<file path="src/rtl/prio_arb_pkg.sv">
package prio_arb_pkg;
  localparam int unsigned DEF_STREAMS = 8;
  localparam int unsigned DEF_PRIO_W  = 2;

  typedef enum logic [1:0] {
    LVL_LOW   = 2'd0,
    LVL_MED   = 2'd1,
    LVL_HIGH  = 2'd2,
    LVL_VHIGH = 2'd3
  } prio_lvl_e;
endpackage

</file>
<file path="src/rtl/prio_arb_regs.sv">
module prio_arb_regs #(
  parameter int unsigned N_STREAMS = prio_arb_pkg::DEF_STREAMS,
  parameter int unsigned PRIO_W    = prio_arb_pkg::DEF_PRIO_W,
  localparam int unsigned IDX_W    = (N_STREAMS > 1) ? $clog2(N_STREAMS) : 1
) (
  input  logic                        clk,
  input  logic                        rst_n,
  input  logic [N_STREAMS-1:0]        stream_en,
  input  logic                        wr_en,
  input  logic [IDX_W-1:0]            wr_idx,
  input  logic [PRIO_W-1:0]           wr_val,
  output logic [N_STREAMS*PRIO_W-1:0] prio_flat
);
  // One storage field per stream; a write is accepted only while the
  // target stream is disabled.
  for (genvar s = 0; s < N_STREAMS; s++) begin : g_field
    logic hit;
    assign hit = wr_en && (wr_idx == IDX_W'(s)) && !stream_en[s];
    always_ff @(posedge clk or negedge rst_n) begin
      if (!rst_n) prio_flat[s*PRIO_W +: PRIO_W] <= '0;
      else if (hit) prio_flat[s*PRIO_W +: PRIO_W] <= wr_val;
    end
  end
endmodule

</file>
<file path="src/rtl/prio_arb_level.sv">
module prio_arb_level #(
  parameter int unsigned N_STREAMS = prio_arb_pkg::DEF_STREAMS,
  parameter int unsigned PRIO_W    = prio_arb_pkg::DEF_PRIO_W,
  localparam int unsigned N_LEVELS = 1 << PRIO_W
) (
  input  logic [N_STREAMS-1:0]        active,
  input  logic [N_STREAMS*PRIO_W-1:0] prio_flat,
  output logic [N_STREAMS-1:0]        cand
);
  // Per-level membership vectors, then keep the highest non-empty one.
  logic [N_STREAMS-1:0] at_level [N_LEVELS];

  for (genvar l = 0; l < N_LEVELS; l++) begin : g_lvl
    for (genvar s = 0; s < N_STREAMS; s++) begin : g_str
      assign at_level[l][s] = active[s] &&
                              (prio_flat[s*PRIO_W +: PRIO_W] == PRIO_W'(l));
    end
  end

  always_comb begin
    cand = '0;
    for (int l = 0; l < N_LEVELS; l++) begin
      if (|at_level[l]) cand = at_level[l];
    end
  end
endmodule

</file>
<file path="src/rtl/prio_arb_fixed.sv">
module prio_arb_fixed #(
  parameter int unsigned N_STREAMS = prio_arb_pkg::DEF_STREAMS,
  localparam int unsigned IDX_W    = (N_STREAMS > 1) ? $clog2(N_STREAMS) : 1
) (
  input  logic [N_STREAMS-1:0] cand,
  output logic [N_STREAMS-1:0] pick,
  output logic [IDX_W-1:0]     pick_idx
);
  // Lowest set bit wins: isolate it with two's complement.
  assign pick = cand & (~cand + N_STREAMS'(1));

  always_comb begin
    pick_idx = '0;
    for (int s = 0; s < N_STREAMS; s++) begin
      if (pick[s]) pick_idx = IDX_W'(s);
    end
  end
endmodule

</file>
<file path="src/rtl/prio_arb_top.sv">
module prio_arb_top #(
  parameter int unsigned N_STREAMS = prio_arb_pkg::DEF_STREAMS,
  parameter int unsigned PRIO_W    = prio_arb_pkg::DEF_PRIO_W,
  localparam int unsigned IDX_W    = (N_STREAMS > 1) ? $clog2(N_STREAMS) : 1
) (
  input  logic                 clk,
  input  logic                 rst_n,
  input  logic [N_STREAMS-1:0] stream_en,
  input  logic [N_STREAMS-1:0] req,
  input  logic                 prio_wr_en,
  input  logic [IDX_W-1:0]     prio_wr_idx,
  input  logic [PRIO_W-1:0]    prio_wr_val,
  input  logic                 bus_busy,
  output logic [N_STREAMS-1:0] grant,
  output logic [IDX_W-1:0]     grant_idx
);
  logic [N_STREAMS*PRIO_W-1:0] prio_flat;
  logic [N_STREAMS-1:0]        active;
  logic [N_STREAMS-1:0]        cand;
  logic [N_STREAMS-1:0]        pick;
  logic [IDX_W-1:0]            pick_idx;
  logic                        rearb;

  prio_arb_regs #(.N_STREAMS(N_STREAMS), .PRIO_W(PRIO_W)) u_regs (
    .clk       (clk),
    .rst_n     (rst_n),
    .stream_en (stream_en),
    .wr_en     (prio_wr_en),
    .wr_idx    (prio_wr_idx),
    .wr_val    (prio_wr_val),
    .prio_flat (prio_flat)
  );

  // Disabled streams never reach arbitration.
  assign active = req & stream_en;

  prio_arb_level #(.N_STREAMS(N_STREAMS), .PRIO_W(PRIO_W)) u_level (
    .active    (active),
    .prio_flat (prio_flat),
    .cand      (cand)
  );

  prio_arb_fixed #(.N_STREAMS(N_STREAMS)) u_fixed (
    .cand     (cand),
    .pick     (pick),
    .pick_idx (pick_idx)
  );

  // Re-pick only when the owner has released or nobody owns the bus.
  assign rearb = !bus_busy || (grant == '0);

  always_ff @(posedge clk or negedge rst_n) begin
    if (!rst_n) begin
      grant     <= '0;
      grant_idx <= '0;
    end else if (rearb) begin
      grant     <= pick;
      grant_idx <= pick_idx;
    end
  end
endmodule

</file>
<file path="config.mk">
export PLATFORM = sky130hd
export DESIGN_NAME = prio_arb_top
export DESIGN_NICKNAME = d
export VERILOG_FILES = /design/src/rtl/prio_arb_pkg.sv /design/src/rtl/prio_arb_regs.sv /design/src/rtl/prio_arb_level.sv /design/src/rtl/prio_arb_fixed.sv /design/src/rtl/prio_arb_top.sv
export SDC_FILE = /design/constraint.sdc
export NUM_CORES = 1
export LEC_CHECK = 0
export BUFFER_PORTS_ARGS = -buffer_cell sky130_fd_sc_hd__buf_2
export CORE_UTILIZATION = 54
export CTS_CLUSTER_DIAMETER = 100
export CTS_CLUSTER_SIZE = 28
export DETAILED_ROUTE_END_ITERATION = 16
export GPL_TIMING_DRIVEN = 0
export PLACE_DENSITY = 0.78
export SLEW_MARGIN = 40
export SYNTH_ARGS = -nofsm -noshare
export SYNTH_HDL_FRONTEND = slang
export SYNTH_HIERARCHICAL = 1
export SYNTH_SLANG_ARGS = --single-unit
</file>
<file path="constraint.sdc">
create_clock -name clk -period 3.4 [get_ports clk]
set_input_delay 0.51 -clock clk [delete_from_list [all_inputs] [get_ports clk]]
set_output_delay 0.51 -clock clk [all_outputs]
set_load 0.02 [all_outputs]
</file>
==> results.sh, run 1 <==
export IMPL_cp_max_fo=8
export IMPL_met1_length_mm=1.67
export IMPL_worstPathRequired_ns=3.63
export IMPL_post_cts_resized=0
export IMPL_die_height_um=59.0
export IMPL_outcome="complete, no violations"
export IMPL_start_kind="input pin"
export IMPL_seqPwrFrac_pct=41.2
export IMPL_async_reset_ff_share_pct=100
export IMPL_relSlewSlack_pct=53.9
export IMPL_startpoint="req[5]"
export IMPL_drv_cap=0
export IMPL_clock_sinks=27
export IMPL_ios=36
export IMPL_place_hpwl_mm=2.95
export IMPL_switching_power_mw=0.460
export IMPL_fillers=280
export IMPL_path_cells="buf_2 > and2_1 > and2_4 > a32o_1 > nor3_4 > and2_1 > buf_6 > o21ai_1 > a21oi_1 > nor3b_1 > nor2_1 > o21ai_0 > mux2_4"
export IMPL_core_um2=3080
export IMPL_synthesis_nets=199
export IMPL_antenna_cells=0
export IMPL_wl_met2_mm=1.95
export IMPL_nets=239
export IMPL_wl_met3_um=120
export IMPL_rsz0062_at_grt="no"
export IMPL_cp_end_kind="flop"
export IMPL_pwr_share_comb_pct=47.1
export IMPL_p_int_mw=0.727
export IMPL_vias=1451
export IMPL_r2r_start="u_regs/prio_flat[11]"
export IMPL_cpPeakStageDelay_ns=0.52
export IMPL_drc_errors=0
export IMPL_p_clk_share_pct=11.7
export IMPL_start_util_pct=57.0
export IMPL_numCtsBuffers=3
export IMPL_layout_drive_gt1_share_pct=36.2
export IMPL_cts_tree="yes"
export IMPL_synth_avg_cell_area_um2=10.1
export IMPL_ys_seq_area_share_pct=38.5
export IMPL_ys_ff_latch=27
export IMPL_antenna_found_initial=0
export IMPL_top_layer_used="met4"
export IMPL_fin_skew_ns=0.00481
export IMPL_stdcell_area_um2=2010
export IMPL_clk_latency_ns=0.33
export IMPL_power_total_mw=1.19
export IMPL_tightest_slew_ns=0.685
export IMPL_grt_pass1_vias=1430
export IMPL_drtAntennaViolNets=0
export IMPL_syn_area_um2=1760
export IMPL_place_inst=253
export IMPL_postCtsSetupBuffers=0
export IMPL_power_density_nw_per_um2=590
export IMPL_hold_path_class="in -> async"
export IMPL_crit_end="grant_idx[1]"
export IMPL_syn_to_final_growth_pct=14.6
export IMPL_whs_ns=0.162
export IMPL_reg2reg_depth=11
export IMPL_drt_iter0_drc=32
export IMPL_grt_max_degree=28
export IMPL_setup_tns_ns=0
export IMPL_avgRoutedWirePerCell_um=14.8
export IMPL_hold_viol=0
export IMPL_grt_pass1_wl_mm=6.31
export IMPL_synthFlopType="dfrtp_1"
export IMPL_irDropWorstVdd_uv=256
export IMPL_h_tree_depth=1
export IMPL_p_leak_nw=0.935
export IMPL_synth_cell_type_count=42
export IMPL_crit_top_cell="and2_1"
export IMPL_postSynthCellCount=174
export IMPL_ctsHoldBuffers=0
export IMPL_drt_wl_total_mm=3.80
export IMPL_r2r_end="grant_idx[1]"
export IMPL_die_x_um=59.0
export IMPL_fmax_ghz=0.354
export IMPL_row_count=20
export IMPL_via_per_inst=5.65
export IMPL_worst_path_max_delay_cell="a21oi_1"
export IMPL_r2r_slack_ns=0.62
export IMPL_stdcell_count=257
export IMPL_clk_pin_slew_ns=0.14
export IMPL_yosysWarningCount=6
export IMPL_maxSlewViolCount=0
export IMPL_first_pass_iters=4
export IMPL_path_class="in -> reg"
export IMPL_cp_arrival_ns=3.05
export IMPL_place_congestion=0.898
export IMPL_period_needed_ns=2.82
export IMPL_die_area_um2=3480
export IMPL_grt_use_total_pct=24.4
export IMPL_grt_overflow=0
export IMPL_post_route_period_util_pct=83.0
export IMPL_finalSetupViolations=0
export IMPL_root_buffer="clkbuf_4"
export IMPL_switching_share_pct=38.8
export IMPL_synth_edff_count=0
export IMPL_post_dp_cell_area_um2=1990
export IMPL_portBuffers=35
export IMPL_clockBufferDepth=2
[worst min path at each step]
stage                           end         start
6_report       u_regs/prio_flat[10]         rst_n
3_3_place_gp           grant_idx[2]  grant_idx[2]
4_1_cts                    grant[4]         rst_n
5_1_grt                    grant[4]         rst_n
2_1_floorplan              grant[0]         rst_n
3_5_place_dp           grant_idx[0]  grant_idx[0]
[layer usage]
metal,up-vias,track usage (%)
met5,-,0
met4,0,8.84
met3,5,3.28
met2,38,44.2
met1,691,29.3
li1,717,-
[cell usage in the layout, fill, tap and decap left out, types with 2 or more instances in the layout]
cell      Yosys  final
nand3_1       6      6
o21a_1        2      2
inv_1         7      7
and2_1       10     10
clkbuf_4      0      3
o31a_1        2      2
a21oi_1       2      2
mux2_2       15     15
a21boi_1      2      2
or4_1         2      2
nand2_1      20     20
nor2_1        8      8
mux2_4       12     12
o21ai_0       7      7
buf_6         2      2
nand2b_1      6      6
o22ai_1       7      7
nor4_1        3      3
nor3_1        8      8
a32o_1        2      2
dfrtp_1      27     27
buf_2         0     35
o211ai_1      2      2
o21ai_1       2      2
[cell usage after synthesis (2+ instances only)]
| cell | count | area, um^2 |
|---|---|---|
| nor3_1 | 8 | 40.0 |
| inv_1 | 7 | 26.3 |
| or4_1 | 2 | 15.0 |
| o21a_1 | 2 | 15.0 |
| nand2_1 | 20 | 75.1 |
| o21ai_1 | 2 | 10.0 |
| o211ai_1 | 2 | 15.0 |
| mux2_2 | 15 | 169 |
| a21oi_1 | 2 | 10.0 |
| o22ai_1 | 7 | 43.8 |
| mux2_4 | 12 | 180 |
| o31a_1 | 2 | 17.5 |
| buf_6 | 2 | 22.5 |
| dfrtp_1 | 27 | 676 |
| nor2_1 | 8 | 30.0 |
| nor4_1 | 3 | 18.8 |
| nand2b_1 | 6 | 37.5 |
| o21ai_0 | 7 | 35.0 |
| a32o_1 | 2 | 20.0 |
| and2_1 | 10 | 62.6 |
| a21boi_1 | 2 | 15.0 |
| nand3_1 | 6 | 30.0 |
[area by class of cell]
cell class,instances,area (um^2),share of cell area (%)
Multi-Input combinational cell,137,1020,50.9
Sequential cell,27,676,33.6
Timing Repair Buffer,35,175,8.71
Tap cell,44,55.1,2.74
Buffer,3,30.0,1.49
Clock buffer,4,26.3,1.31
Inverter,7,26.3,1.31
[power groups by stage]
| stage | Sequential (mW) | Combinational, mW | Clock [mW] |
|---|---|---|---|
| after floorplan | 0.520 | 0.390 | 0 |
| after global placement | 0.490 | 0.544 | 0 |
| after detailed placement | 0.495 | 0.561 | 0 |
| after CTS | 0.489 | 0.561 | 0.146 |
| after global routing | 0.505 | 0.608 | 0.156 |
| final | 0.489 | 0.560 | 0.139 |
[stage by stage]
step	util [%]	setup slack, ns
final	65.4	0.578
after detailed placement	64.5	0.227
after global routing	65.4	0.467
after floorplan	-	0.691
after global placement	64.5	0.278
after CTS	65.4	0.595
[sequential cells by signal, indices dropped and copies added, names as in the netlist]
| register | count |
|---|---|
| u_regs/prio_flat | 16 |
| grant | 8 |
| grant_idx | 3 |
[critical path, delay by kind of cell]
kind            cells  cell delay, ns
simple gates        6            1.14
compound gates      4            0.91
mux                 1            0.26
buf+inv             2            0.23
[cell families (layout without fill, tap and decap cells)]
logic type / after synthesis / after routing / share of synthesized area [%]
muxes: 28 / 28 / 20.5
buffers and inverters: 10 / 49 / 3.21
xor gates and xnor gates: 2 / 2 / 0.998
and+or+nand+nor: 75 / 75 / 24.4
DFF: 27 / 27 / 38.5
AOI/OAI and AO/OA: 32 / 32 / 12.4
Note: power is estimated with default switching activity, not from simulation.
==> run 2: changes to the inputs <==
--- a/config.mk
+++ b/config.mk
@@ -6,12 +6,12 @@
 export NUM_CORES = 1
 export LEC_CHECK = 0
 export BUFFER_PORTS_ARGS = -buffer_cell sky130_fd_sc_hd__buf_2
-export CORE_UTILIZATION = 54
+export CORE_UTILIZATION = 49
 export CTS_CLUSTER_DIAMETER = 100
 export CTS_CLUSTER_SIZE = 28
 export DETAILED_ROUTE_END_ITERATION = 16
 export GPL_TIMING_DRIVEN = 0
-export PLACE_DENSITY = 0.78
+export PLACE_DENSITY = 0.74
 export SLEW_MARGIN = 40
 export SYNTH_ARGS = -nofsm -noshare
 export SYNTH_HDL_FRONTEND = slang
==> constraint.sdc (replaced) <==
create_clock -name clk -period 2.52 [get_ports clk]
set_input_delay 0.378 -clock clk [delete_from_list [all_inputs] [get_ports clk]]
set_output_delay 0.378 -clock clk [all_outputs]
set_load 0.02 [all_outputs]
==> results.sh, run 2 (synthesis results as in run 1) <==
export IMPL_first_pass_iters=4
export IMPL_worstPathRequired_ns=2.81
export IMPL_die_area_um2=3830
export IMPL_p_leak_nw=0.985
export IMPL_reg_top3="u_regs/prio_flat (16), grant (8), grant_idx (3)"
export IMPL_power_total_mw=1.75
export IMPL_period_needed_ns=2.47
export IMPL_drtAntennaViolNets=0
export IMPL_final_setup_worst_slack_ns=0.0541
export IMPL_post_route_period_util_pct=97.9
export IMPL_top_register="u_regs/prio_flat"
export IMPL_grt_pass1_vias=1377
export IMPL_avgRoutedWirePerCell_um=16.5
export IMPL_layout_drive_gt1_share_pct=45.7
export IMPL_place_hpwl_mm=3.20
export IMPL_row_count=21
export IMPL_start_kind="flop"
export IMPL_cp_end_kind="flop"
export IMPL_place_congestion=0.919
export IMPL_grt_pass1_wl_mm=6.89
export IMPL_ctsHoldBuffers=0
export IMPL_reg2reg_depth=10
export IMPL_maxSlewViolCount=0
export IMPL_core_um2=3390
export IMPL_largest_reg_flops=16
export IMPL_grt_overflow=0
export IMPL_vias=1514
export IMPL_pwr_share_comb_pct=50.4
export IMPL_seqPwrFrac_pct=38.3
export IMPL_die_x_um=61.9
export IMPL_switching_power_mw=0.705
export IMPL_drt_iter0_drc=85
export IMPL_final_common_cell="buf_2"
export IMPL_final_cell_mix="buf_2 (35), dfrtp_1 (24), nand2_1 (20)"
export IMPL_clk_latency_ns=0.33
export IMPL_cp_max_fo=6
export IMPL_switching_share_pct=40.4
export IMPL_hold_path_class="in -> async"
export IMPL_numCtsBuffers=3
export IMPL_dp_slack_ns=-0.433
export IMPL_grtUsageMet2_pct=39.6
export IMPL_clock_sinks=27
export IMPL_irDropWorstVdd_uv=413
export IMPL_die_height_um=61.9
export IMPL_start_util_pct=51.8
export IMPL_drt_wl_total_mm=4.36
export IMPL_h_tree_depth=1
export IMPL_finalSetupViolations=0
export IMPL_root_buffer="clkbuf_4"
export IMPL_p_int_mw=1.04
export IMPL_cts_tree="yes"
export IMPL_via_per_inst=5.71
export IMPL_clk_pin_slew_ns=0.16
export IMPL_tightest_slew_ns=0.606
export IMPL_grt_max_degree=28
export IMPL_outcome="complete, no violations"
export IMPL_fin_skew_ns=0.00384
export IMPL_antenna_cells=0
export IMPL_antenna_found_initial=0
export IMPL_cp_arrival_ns=2.75
export IMPL_relSlewSlack_pct=59.6
export IMPL_drv_cap=0
export IMPL_grt_use_total_pct=25.0
export IMPL_fillers=276
export IMPL_syn_to_final_growth_pct=22.6
export IMPL_rsz0062_at_grt="yes"
export IMPL_ios=36
export IMPL_clockBufferDepth=2
export IMPL_hold_viol=0
export IMPL_p_clk_share_pct=11.3
export IMPL_path_class="reg -> reg"
export IMPL_fmax_ghz=0.406
export IMPL_setup_tns_ns=0
export IMPL_postLayoutCoreUtil_pct=63.5
export IMPL_drc_errors=0
export IMPL_portBuffers=35
export IMPL_nets=245
export IMPL_met1_usage_pct=37.3
export IMPL_whs_ns=0.0316
export IMPL_busiest_layer="met2"
export IMPL_use_met3_pct=1.86
export IMPL_power_density_nw_per_um2=811
[run 2: critical path, cell delays in order, from the launching register on]
cell       delay (ns)
dfrtp_1          0.44
nand2b_1         0.17
o22ai_2          0.18
nor3_2           0.07
nor3b_4          0.18
buf_4            0.16
o2111ai_1        0.20
o21ai_2          0.18
or4_4            0.59
nor2_2           0.12
mux2_4           0.14
[run 2: power by group through the flow]
stage	logic (mW)	clock network, mW	registers, mW
5_1_grt	0.954	0.221	0.688
4_1_cts	0.803	0.206	0.660
2_1_floorplan	0.530	0	0.701
6_report	0.881	0.197	0.668
3_5_place_dp	0.769	0	0.671
3_3_place_gp	0.752	0	0.659
[run 2: final timing paths]
path	to	slack, ns	from
setup / recovery	grant[5]	0.05	u_regs/prio_flat[11]
hold / removal	u_regs/prio_flat[10]	0.03	rst_n
setup reg to reg	grant[5]	0.05	u_regs/prio_flat[11]
hold reg to reg	grant_idx[2]	0.53	grant_idx[2]
max in group asynchronous	u_regs/prio_flat[14]	2.06	rst_n
min in group clk	grant_idx[2]	0.39	bus_busy
[run 2: metal layers]
metal,part of all wire [%],vias to the layer above
met5,0,-
met4,1.1,0
met3,6.0,4
met2,47,54
met1,46,730
li1,-,726
[run 2: layout make-up]
class                      instances  area, um^2  share of cell area, %
buffer                             2        18.8                  0.872
clock buffer                       3        22.5                   1.05
clock inverter                     1        7.51                  0.349
inverter                           7        26.3                   1.22
multi-input combinational        137        1110                   51.5
sequential                        27         679                   31.6
tap                               46        57.6                   2.67
timing repair buffer              42         231                   10.8
[run 2: metrics by stage]
step / cells / area, um^2
floorplan: 174 / 1760
finish: 265 / 2150
CTS: 260 / 2060
global route: 265 / 2150
detailed placement: 255 / 1990
global placement: 255 / 1990
[run 2: repair_timing]
item                                    CTS  global route
buffers inserted                          1             6
pin swaps                                 1             7
endpoints found under the setup margin    8             8
gates resized for setup                   7            14
